$ cat src/rtl/xosc_pkg.sv
package xosc_pkg;

   typedef enum logic [2:0] {
      SRC_INT  = 3'd0,
      SRC_EXT  = 3'd1,
      SRC_MULH = 3'd2,
      SRC_MUL  = 3'd3,
      SRC_LFO  = 3'd4
   } src_e;

   localparam int NUM_SRC  = 5;
   localparam int CODE_W   = 3;

   // external path enabled for codes 010..111
   function automatic logic mode_is_on(input logic [CODE_W-1:0] m);
      return m[2] | m[1];
   endfunction

   // divide-by-two variants: 011 and 111
   function automatic logic mode_is_div(input logic [CODE_W-1:0] m);
      return m[1] & m[0];
   endfunction

   // crystal variants: 110 and 111
   function automatic logic mode_is_xtal(input logic [CODE_W-1:0] m);
      return m[2] & m[1];
   endfunction

   function automatic logic sel_is_legal(input logic [CODE_W-1:0] c);
      return int'(c) < NUM_SRC;
   endfunction

endpackage

$ cat src/rtl/xosc_settle.sv
module xosc_settle
   import xosc_pkg::*;
#(
   parameter int XTAL_SETTLE = 24000,
   parameter int CMOS_SETTLE = 4
) (
   input  logic              clk,
   input  logic              rst_n,
   input  logic              mode_wr,
   input  logic [CODE_W-1:0] mode_q,
   output logic              valid
);
   localparam int CNT_W = $clog2(XTAL_SETTLE + 1);
   localparam logic [CNT_W-1:0] XTAL_LAST = CNT_W'(XTAL_SETTLE - 1);
   localparam logic [CNT_W-1:0] CMOS_LAST = CNT_W'(CMOS_SETTLE - 1);

   logic [CNT_W-1:0] cnt_q;
   logic [CNT_W-1:0] last;
   logic             valid_q;

   assign last  = mode_is_xtal(mode_q) ? XTAL_LAST : CMOS_LAST;
   assign valid = valid_q;

   always_ff @(posedge clk or negedge rst_n) begin
      if (!rst_n) begin
         cnt_q   <= '0;
         valid_q <= 1'b0;
      end else if (mode_wr) begin
         cnt_q   <= '0;
         valid_q <= 1'b0;
      end else if (mode_is_on(mode_q) && !valid_q) begin
         if (cnt_q == last) valid_q <= 1'b1;
         else               cnt_q   <= cnt_q + 1'b1;
      end
   end

   assert_valid_clr_R3: assert property (@(posedge clk) disable iff (!rst_n)
      mode_wr |=> !valid_q);

   assert_off_never_valid_R2: assert property (@(posedge clk) disable iff (!rst_n)
      (!mode_is_on(mode_q) && !mode_wr) |=> !valid_q);

   assert_valid_holds_R4: assert property (@(posedge clk) disable iff (!rst_n)
      (valid_q && !mode_wr) |=> valid_q);

endmodule

$ cat src/rtl/xosc_ext_path.sv
module xosc_ext_path
   import xosc_pkg::*;
#(
   parameter int SYNC_STAGES = 2
) (
   input  logic              clk,
   input  logic              rst_n,
   input  logic              ext_in,
   input  logic              mode_wr,
   input  logic [CODE_W-1:0] mode_q,
   input  logic              valid,
   output logic              ext_tick
);
   logic ext_s;
   logic prev_q;
   logic half_q;
   logic rise;

   generate
      if (SYNC_STAGES == 0) begin : g_nosync
         assign ext_s = ext_in;
      end else begin : g_sync
         logic [SYNC_STAGES-1:0] sh_q;
         always_ff @(posedge clk or negedge rst_n) begin
            if (!rst_n) begin
               sh_q <= '0;
            end else begin
               sh_q[0] <= ext_in;
               for (int i = 1; i < SYNC_STAGES; i++) sh_q[i] <= sh_q[i-1];
            end
         end
         assign ext_s = sh_q[SYNC_STAGES-1];
      end
   endgenerate

   assign rise = ext_s & ~prev_q;

   always_ff @(posedge clk or negedge rst_n) begin
      if (!rst_n) begin
         prev_q <= 1'b0;
         half_q <= 1'b0;
      end else begin
         prev_q <= ext_s;
         if (mode_wr)            half_q <= 1'b0;
         else if (rise && valid) half_q <= ~half_q;
      end
   end

   assign ext_tick = rise & valid & (mode_is_div(mode_q) ? half_q : 1'b1);

   assert_ext_needs_valid_R5: assert property (@(posedge clk) disable iff (!rst_n)
      ext_tick |-> valid);

   assert_div_skips_R6: assert property (@(posedge clk) disable iff (!rst_n)
      (mode_is_div(mode_q) && rise && valid && !half_q && !mode_wr) |=> half_q);

endmodule

$ cat src/rtl/xosc_src_sel.sv
module xosc_src_sel
   import xosc_pkg::*;
(
   input  logic              clk,
   input  logic              rst_n,
   input  logic              sel_wr,
   input  logic [CODE_W-1:0] sel_wdata,
   input  logic              valid,
   input  logic              int_tick,
   input  logic              ext_tick,
   input  logic              mult_tick,
   input  logic              lfo_tick,
   output logic [CODE_W-1:0] active_src,
   output logic              clk_en
);
   src_e               act_q;
   logic               pend_q;
   logic               mh_q;
   logic [NUM_SRC-1:0] tick_v;
   logic               legal_wr;

   assign legal_wr = sel_wr && sel_is_legal(sel_wdata);

   always_ff @(posedge clk or negedge rst_n) begin
      if (!rst_n) begin
         act_q  <= SRC_INT;
         pend_q <= 1'b0;
      end else if (legal_wr) begin
         if (src_e'(sel_wdata) == SRC_EXT && !valid) begin
            pend_q <= 1'b1;
         end else begin
            act_q  <= src_e'(sel_wdata);
            pend_q <= 1'b0;
         end
      end else if (pend_q && valid) begin
         act_q  <= SRC_EXT;
         pend_q <= 1'b0;
      end
   end

   always_ff @(posedge clk or negedge rst_n) begin
      if (!rst_n)         mh_q <= 1'b0;
      else if (mult_tick) mh_q <= ~mh_q;
   end

   generate
      for (genvar s = 0; s < NUM_SRC; s++) begin : g_tick
         if (s == int'(SRC_INT))       begin : g_i assign tick_v[s] = int_tick;          end
         else if (s == int'(SRC_EXT))  begin : g_e assign tick_v[s] = ext_tick;          end
         else if (s == int'(SRC_MULH)) begin : g_h assign tick_v[s] = mult_tick & mh_q;  end
         else if (s == int'(SRC_MUL))  begin : g_m assign tick_v[s] = mult_tick;         end
         else                          begin : g_l assign tick_v[s] = lfo_tick;          end
      end
   endgenerate

   always_ff @(posedge clk or negedge rst_n) begin
      if (!rst_n) clk_en <= 1'b0;
      else        clk_en <= tick_v[act_q];
   end

   assign active_src = act_q;

   assert_sel_legal_R8: assert property (@(posedge clk) disable iff (!rst_n)
      sel_is_legal(act_q));

   assert_reserved_hold_R8: assert property (@(posedge clk) disable iff (!rst_n)
      (sel_wr && !sel_is_legal(sel_wdata) && !(pend_q && valid)) |=> $stable(act_q));

   assert_ext_waits_R9: assert property (@(posedge clk) disable iff (!rst_n)
      (act_q != SRC_EXT && !valid) |=> act_q != SRC_EXT);

   assert_other_wr_lands_R10: assert property (@(posedge clk) disable iff (!rst_n)
      (legal_wr && sel_wdata != CODE_W'(SRC_EXT)) |=> (act_q == $past(sel_wdata)) && !pend_q);

endmodule

$ cat src/rtl/xosc_clk_ctrl.sv
module xosc_clk_ctrl
   import xosc_pkg::*;
#(
   parameter int XTAL_SETTLE = 24000,
   parameter int CMOS_SETTLE = 4,
   parameter int SYNC_STAGES = 2
) (
   input  logic       clk,
   input  logic       rst_n,
   input  logic       mode_wr,
   input  logic [2:0] mode_wdata,
   input  logic       sel_wr,
   input  logic [2:0] sel_wdata,
   input  logic       ext_in,
   input  logic       int_tick,
   input  logic       mult_tick,
   input  logic       lfo_tick,
   output logic [2:0] osc_mode,
   output logic       osc_valid,
   output logic [2:0] active_src,
   output logic       clk_en
);
   generate
      if (CMOS_SETTLE < 1)           begin : g_chk_cmos $error("CMOS_SETTLE must be at least 1"); end
      if (XTAL_SETTLE < CMOS_SETTLE) begin : g_chk_xtal $error("XTAL_SETTLE must not be below CMOS_SETTLE"); end
      if (SYNC_STAGES < 0)           begin : g_chk_sync $error("SYNC_STAGES must not be negative"); end
   endgenerate

   logic [CODE_W-1:0] mode_q;
   logic              valid;
   logic              ext_tick;

   always_ff @(posedge clk or negedge rst_n) begin
      if (!rst_n)       mode_q <= '0;
      else if (mode_wr) mode_q <= mode_wdata;
   end

   xosc_settle #(
      .XTAL_SETTLE(XTAL_SETTLE),
      .CMOS_SETTLE(CMOS_SETTLE)
   ) u_settle (
      .clk    (clk),
      .rst_n  (rst_n),
      .mode_wr(mode_wr),
      .mode_q (mode_q),
      .valid  (valid)
   );

   xosc_ext_path #(
      .SYNC_STAGES(SYNC_STAGES)
   ) u_ext (
      .clk     (clk),
      .rst_n   (rst_n),
      .ext_in  (ext_in),
      .mode_wr (mode_wr),
      .mode_q  (mode_q),
      .valid   (valid),
      .ext_tick(ext_tick)
   );

   xosc_src_sel u_sel (
      .clk       (clk),
      .rst_n     (rst_n),
      .sel_wr    (sel_wr),
      .sel_wdata (sel_wdata),
      .valid     (valid),
      .int_tick  (int_tick),
      .ext_tick  (ext_tick),
      .mult_tick (mult_tick),
      .lfo_tick  (lfo_tick),
      .active_src(active_src),
      .clk_en    (clk_en)
   );

   assign osc_mode  = mode_q;
   assign osc_valid = valid;

   assert_mode_write_R1: assert property (@(posedge clk) disable iff (!rst_n)
      mode_wr |=> osc_mode == $past(mode_wdata));

endmodule

$ cat config.mk
export PLATFORM = sky130hd
export DESIGN_NAME = xosc_clk_ctrl
export DESIGN_NICKNAME = d
export VERILOG_FILES = /design/src/rtl/xosc_pkg.sv /design/src/rtl/xosc_settle.sv /design/src/rtl/xosc_ext_path.sv /design/src/rtl/xosc_src_sel.sv /design/src/rtl/xosc_clk_ctrl.sv
export SDC_FILE = /design/constraint.sdc
export NUM_CORES = 1
export LEC_CHECK = 0
export BUFFER_PORTS_ARGS = -buffer_cell sky130_fd_sc_hd__buf_2
export CORE_MARGIN = 2
export CORE_UTILIZATION = 50
export DETAILED_ROUTE_END_ITERATION = 6
export PLACE_DENSITY = 0.7
export SYNTH_ARGS = -nofsm -noshare
export SYNTH_HDL_FRONTEND = slang
export SYNTH_SLANG_ARGS = --single-unit
$ cat constraint.sdc
create_clock -name clk -period 1.8 [get_ports clk]
set_input_delay 0.18 -clock clk [delete_from_list [all_inputs] [get_ports clk]]
set_output_delay 0.18 -clock clk [all_outputs]
set_load 0.01 [all_outputs]
==> run_results.csv, run 1 <==
group,metric,value,unit
logic_synthesis,yosysMostFrequentCell,"dfrtp_1",
sta,rsz0062_at_grt,"yes",
detailed_routing,drt-wirelength-per-cell,15.1,µm
global_route,grt_max_degree,30,
global_route,grt_pass1_vias,1491,
detailed_routing,ant_nets,0,
placed_design,hpwl,2830,µm
floorplanning,num_rows,20,
power_and_ir_drop,ir_drop,0.654,mV
floorplanning,fp.dieW,61.1,µm
logic_synthesis,synth_top_family_by_area,"simple AND/OR/NAND/NOR gates",
status,failed_checks,"negative setup slack",
sta,final_max_slew_viol_count,0,
logic_synthesis,synth_area_leaders,"dfrtp_1, a21oi_1, mux2_2, or4_1, nor4_4",
finish,postLayoutCoreUtil,68.2,%
floorplanning,die_h,61.1,µm
logic_synthesis,synth-edff-count,0,
logic_synthesis,synthMuxAreaShare,5.38,%
setup_path,start_kind,"flop",
setup_path,required,2020,ps
setup_path,worst_ep_arrival_time,2090,ps
finish,drive_above_1_share,36.3,%
cts,clk_latency,330,ps
placed_design,placed_cell_area,1910,µm²
sta,setup_violations,4,
global_route,antenna_found_initial,0,
placed_design,preCtsSetupSlack,-50.3,ps
power_and_ir_drop,p_leak,0.921,nW
sta,min_period,1870,ps
floorplanning,io_pins,22,
sta,fmax,535,MHz
logic_synthesis,synth_top_area_share,44.5,%
sta,worst_pin_slew,646,ps
status,status,"finished, violations left",
detailed_routing,drt_iter0_markers,91,
global_route,grt_use_total,23.9,%
logic_synthesis,ys_warn_count,0,
setup_path,cp_max_fo,4,
cts,cts_tree,"done",
cts,clkTransAtPathRegs,90,ps
logic_synthesis,synth-compound-area-share,17.1,%
logic_synthesis,synth_xor_area_share,1.61,%
floorplanning,initial_core_util,52.9,%
logic_synthesis,synth-seq-cells,29,
cts,h-tree-depth,2,
setup_path,cp-end-kind,"flop",
detailed_routing,vias,1499,
sta,fin_setup_tns,-151,ps
global_route,grt-ovfl-total,0,
placed_design,port_buffers,21,
logic_synthesis,ys.flop_type,"dfrtp_1",
logic_synthesis,async_flop_share,100,%
worst_hold_path,hp-class,"primary input to flop",
logic_synthesis,avgSynthCellArea,10.3,µm²
detailed_routing,firstDrtPassIters,4,
sta,hold_ws,45.3,ps
sta,slew_headroom,56.9,%
finish,area_growth,28.9,%
placed_design,place.gp.congestion,0.889,
run,cap_violations,0,
logic_synthesis,synth.cells.most_frequent,"dfrtp_1, a21oi_1, nand2_1, nor2_1, inv_1",
sta,final.setup_skew,7.59,ps
sta,fin_crit_sh,104,%
cts,ctsLongestPathBuffers,2,
logic_synthesis,synth_fa_ha_area_share,0.768,%
cts,clkSinkCount,29,
logic_synthesis,ys_seq_area_share,44.5,%
logic_synthesis,syn_inst,158,
floorplanning,die_area,3730,µm²
finish,design_area,2100,µm²
logic_synthesis,synth_area_leader_cell,"dfrtp_1",
detailed_routing,drt_wl_total,3870,µm
global_route,grt_pass1_wl,6550,µm
cts,root_buffer,"clkbuf_4",
sta,hold_violations,0,
finish,fin_nets,226,
finish,fill_cells,253,
setup_path,path_class,"flop to flop",
logic_synthesis,synth_nets,173,
detailed_routing,routed_via_density,5.86,
logic_synthesis,synth_simple_gate_area_share,25.3,%
logic_synthesis,synth_cell_types,50,
finish,n_antenna_cell,0,
cts,cts_made_buffers,5,
power_and_ir_drop,power.density,988,nW/µm²
detailed_routing,drc,0,
floorplanning,core_area,3080,µm²
logic_synthesis,syn_area,1630,µm²
sta,fin_ws,-69.1,ps
[layer usage]
layer  routed length [µm]  global-route usage (%)  vias up
met3                  188                    6.93       10
met1                 1690                    31.1      740
li1                     -                       -      712
met4                   54                    6.83        0
met2                 1940                    39.1       37
met5                    0                       0        -
[stage by stage]
step,instances,total power [mW]
final,256,2.07
after global placement,241,1.40
after detailed placement,241,1.43
after CTS,255,2.06
after floorplan,158,1.19
after global routing,256,2.19
[power breakdown]
group / leakage (nW) / switching (mW) / internal [mW] / total (mW)
registers: 0.378 / 0.0661 / 0.736 / 0.802
clock network: 0.0455 / 0.226 / 0.331 / 0.557
logic: 0.498 / 0.357 / 0.357 / 0.714
total: 0.921 / 0.649 / 1.42 / 2.07
[cell families (layout without fill, tap and decap cells)]
kind of cell               Yosys count  after routing
AOI/OAI and AO/OA                   39             39
xor gates and xnor gates             3              3
adders and majority gates            1              1
buffers and inverters               14             68
DFF                                 29             29
muxes                                8              8
and+or+nand+nor                     64             64
[path summary, 6_finish.rpt]
check / from / endpoint / slack [ps] / cells after the start
max: u_settle.cnt_q[7] / u_settle.cnt_q[1] / -70 / 5
min: mult_tick / u_sel.mh_q / 50 / 2
max reg2reg: u_settle.cnt_q[7] / u_settle.cnt_q[1] / -70 / 5
min reg2reg: u_ext.g_sync.sh_q[0] / u_ext.g_sync.sh_q[1] / 370 / 0
max in group asynchronous: rst_n / osc_mode[2] / 980 / 2
min in group asynchronous: rst_n / u_settle.cnt_q[10] / 400 / 2
[cell type report]
type | instances | area, µm² | share of cell area, %
tap | 44 | 55.1 | 2.62
inverter | 8 | 30.0 | 1.43
sequential | 29 | 726 | 34.6
timing repair buffer | 52 | 343 | 16.3
clock inverter | 1 | 30.0 | 1.43
clock buffer | 7 | 55.1 | 2.62
multi-input combinational | 115 | 861 | 41.0
[repair_timing]
action                                  CTS  global route
setup buffers                             4             1
hold buffers                              2             0
hold endpoints to repair                 30             0
endpoints found under the setup margin    3             9
gates resized for setup                   3             5
pin swaps                                 1             4
[worst max-delay path, cell delays in order, from the launching register on]
cell	delay, ps
dfrtp_1	390
or4_4	550
nor4_4	250
buf_4	190
nor4_2	50
a311o_1	330
[cell usage in the layout, fill, tap and decap left out, types with 2 or more instances in the layout]
cell type	count
nand3_1	2
inv_1	8
mux2i_1	2
nor2_1	9
nand3b_1	2
or4_1	6
o211ai_1	4
dlygate4sd3_1	2
nand4_1	6
buf_2	21
o21ai_0	3
or3_1	4
nor4_1	3
buf_4	29
a22oi_1	2
o31ai_1	4
and3_1	2
a21oi_1	10
clkbuf_4	5
xnor2_1	2
dfrtp_1	29
a311oi_1	4
o22ai_1	2
nor4_4	3
nand2_1	10
mux2_2	4
nor2b_1	5
mux2_4	2
[state kept, by name, indices dropped and copies added, names as in the netlist]
name	count
osc_mode	3
u_ext.g_sync.sh_q	2
u_ext.half_q	1
u_ext.prev_q	1
u_sel.active_src	3
u_sel.clk_en	1
u_sel.mh_q	1
u_sel.pend_q	1
u_settle.cnt_q	15
u_settle.valid	1
(Power assumes the default switching activity.)
==> inputs of run 2 (changes only) <==
- BUFFER_PORTS_ARGS: -buffer_cell sky130_fd_sc_hd__buf_2 -> default
- DONT_BUFFER_PORTS: default -> 1
- PLACE_DENSITY: 0.7 -> 0.64
==> run_results.csv, run 2 (same netlist as run 1, synthesis figures left out) <==
group,metric,value,unit
global_route,grtUsageMet2,36.3,%
sta,setup_violations,5,
floorplanning,fp.dieW,61.1,µm
setup_path,required,2030,ps
detailed_routing,drt_iter0_markers,82,
finish,final_common_cell,"dfrtp_1",
floorplanning,core_area,3080,µm²
sta,fmax,541,MHz
floorplanning,num_rows,20,
run,cap_violations,0,
global_route,grt_pass1_vias,1392,
sta,slew_headroom,61.0,%
finish,n_antenna_cell,0,
detailed_routing,routed_via_density,5.95,
sta,fin_crit_sh,103,%
finish,largest_register_ffs,15,
finish,drive_above_1_share,27.7,%
detailed_routing,vias,1423,
setup_path,r2r-end,"u_settle.cnt_q[2]",
setup_path,r2r_slack,-50,ps
cts,clkTransAtPathRegs,100,ps
power_and_ir_drop,ir_drop,0.635,mV
global_route,busiest_layer,"met2",
sta,hold_ws,30.0,ps
worst_hold_path,hold_depth,2,
detailed_routing,drc,0,
placed_design,port_buffers,0,
finish,area_growth,25.3,%
worst_hold_path,hp-class,"primary input to flop",
global_route,grt_pass1_wl,6310,µm
detailed_routing,firstDrtPassIters,4,
finish,seq_area,727,µm²
finish,final_cell_mix,"dfrtp_1, buf_4, dlygate4sd3_1, nand2_1, a21oi_1",
cts,h-tree-depth,2,
worst_hold_path,holdCritStartpoint,"mult_tick",
setup_path,worst_r2r_path_depth,5,
global_route,grt-ovfl-total,0,
setup_path,cp_max_fo,4,
power_and_ir_drop,power.density,903,nW/µm²
setup_path,start_kind,"flop",
global_route,antenna_found_initial,0,
status,status,"finished, violations left",
floorplanning,initial_core_util,52.9,%
placed_design,place.gp.congestion,0.837,
detailed_routing,drt-wirelength-per-cell,15.9,µm
setup_path,cp-end-kind,"flop",
placed_design,hpwl,2620,µm
finish,regMostFlops,"u_settle.cnt_q",
detailed_routing,ant_nets,0,
worst_hold_path,min_to,"u_sel.clk_en",
sta,final.setup_skew,8.30,ps
sta,fin_ws,-48.8,ps
global_route,grt_use_met1,30.8,%
setup_path,path_class,"flop to flop",
setup_path,rr_startpoint,"u_settle.cnt_q[4]",
floorplanning,die_area,3730,µm²
sta,hold_violations,0,
cts,cts_tree,"done",
setup_path,cp-startpoint,"u_settle.cnt_q[4]",
sta,rsz0062_at_grt,"yes",
cts,cts_made_buffers,5,
cts,root_buffer,"clkbuf_4",
sta,min_period,1850,ps
status,failed_checks,"negative setup slack",
cts,clkSinkCount,29,
global_route,grt_max_degree,30,
floorplanning,io_pins,22,
setup_path,worst_ep_arrival_time,2070,ps
cts,clk_latency,340,ps
sta,fin_setup_tns,-109,ps
global_route,grt_use_total,23.5,%
detailed_routing,drt_wl_total,3810,µm
power_and_ir_drop,power,1.84,mW
finish,fill_cells,249,
finish,fin_nets,209,
finish,multiInputGateArea,865,µm²
cts,ctsLongestPathBuffers,2,
sta,worst_pin_slew,582,ps
sta,final_max_slew_viol_count,0,
global_route,use_met3,8.40,%
power_and_ir_drop,p_leak,0.836,nW
floorplanning,die_h,61.1,µm
-- run 2: worst max-delay path by stage --
stage | slack, ps | end | cells after the start
floorplan | -30 | u_settle.cnt_q[4] | 4
global placement | 3 | u_settle.cnt_q[4] | 4
detailed placement | -30 | u_settle.cnt_q[4] | 4
CTS | -40 | u_settle.cnt_q[4] | 4
global route | -90 | u_settle.cnt_q[0] | 6
finish | -50 | u_settle.cnt_q[2] | 5
-- run 2: layout make-up --
type                    count  share of cell area, %
multi-input cells         115                   42.3
flip-flops and latches     29                   35.6
repair buffers             35                   15.2
well taps                  44                   2.70
clock buffers               5                   1.84
inverters                   8                   1.47
clock inverters             3                  0.858
-- run 2: what timing repair did --
item	CTS	global route
hold endpoints to repair	47	0
endpoints found under the setup margin	5	11
hold buffers	12	0
pin swaps	0	10
setup buffers	1	1
resized for setup	2	10
-- run 2: power breakdown --
group | total (mW) | switching, mW | internal (mW)
sequential | 0.828 | 0.0917 | 0.737
combinational | 0.622 | 0.302 | 0.320
clock | 0.394 | 0.247 | 0.147
-- run 2: layer usage --
metal | part of all wire [%] | up-vias
li1 | - | 687
met2 | 48 | 41
met3 | 5.2 | 7
met1 | 45 | 688
met4 | 1.8 | 0
met5 | 0 | -
-- run 2: metrics by stage --
step	setup WS, ps	cells	util, %	instance area, µm²
6_report	-48.8	239	66.3	2040
5_1_grt	-86.6	239	66.3	2040
4_1_cts	-43.4	238	64.6	1990
3_5_place_dp	-26.9	217	58.0	1790
3_3_place_gp	3.00	217	58.0	1790
2_1_floorplan	-26.8	158	-	1630
-- run 2: critical path: stages (launching register included) --
cell     delay [ps]
dfrtp_1         390
or4_4           550
nor4_4          270
buf_6           160
nor3_2           60
mux2_4          310
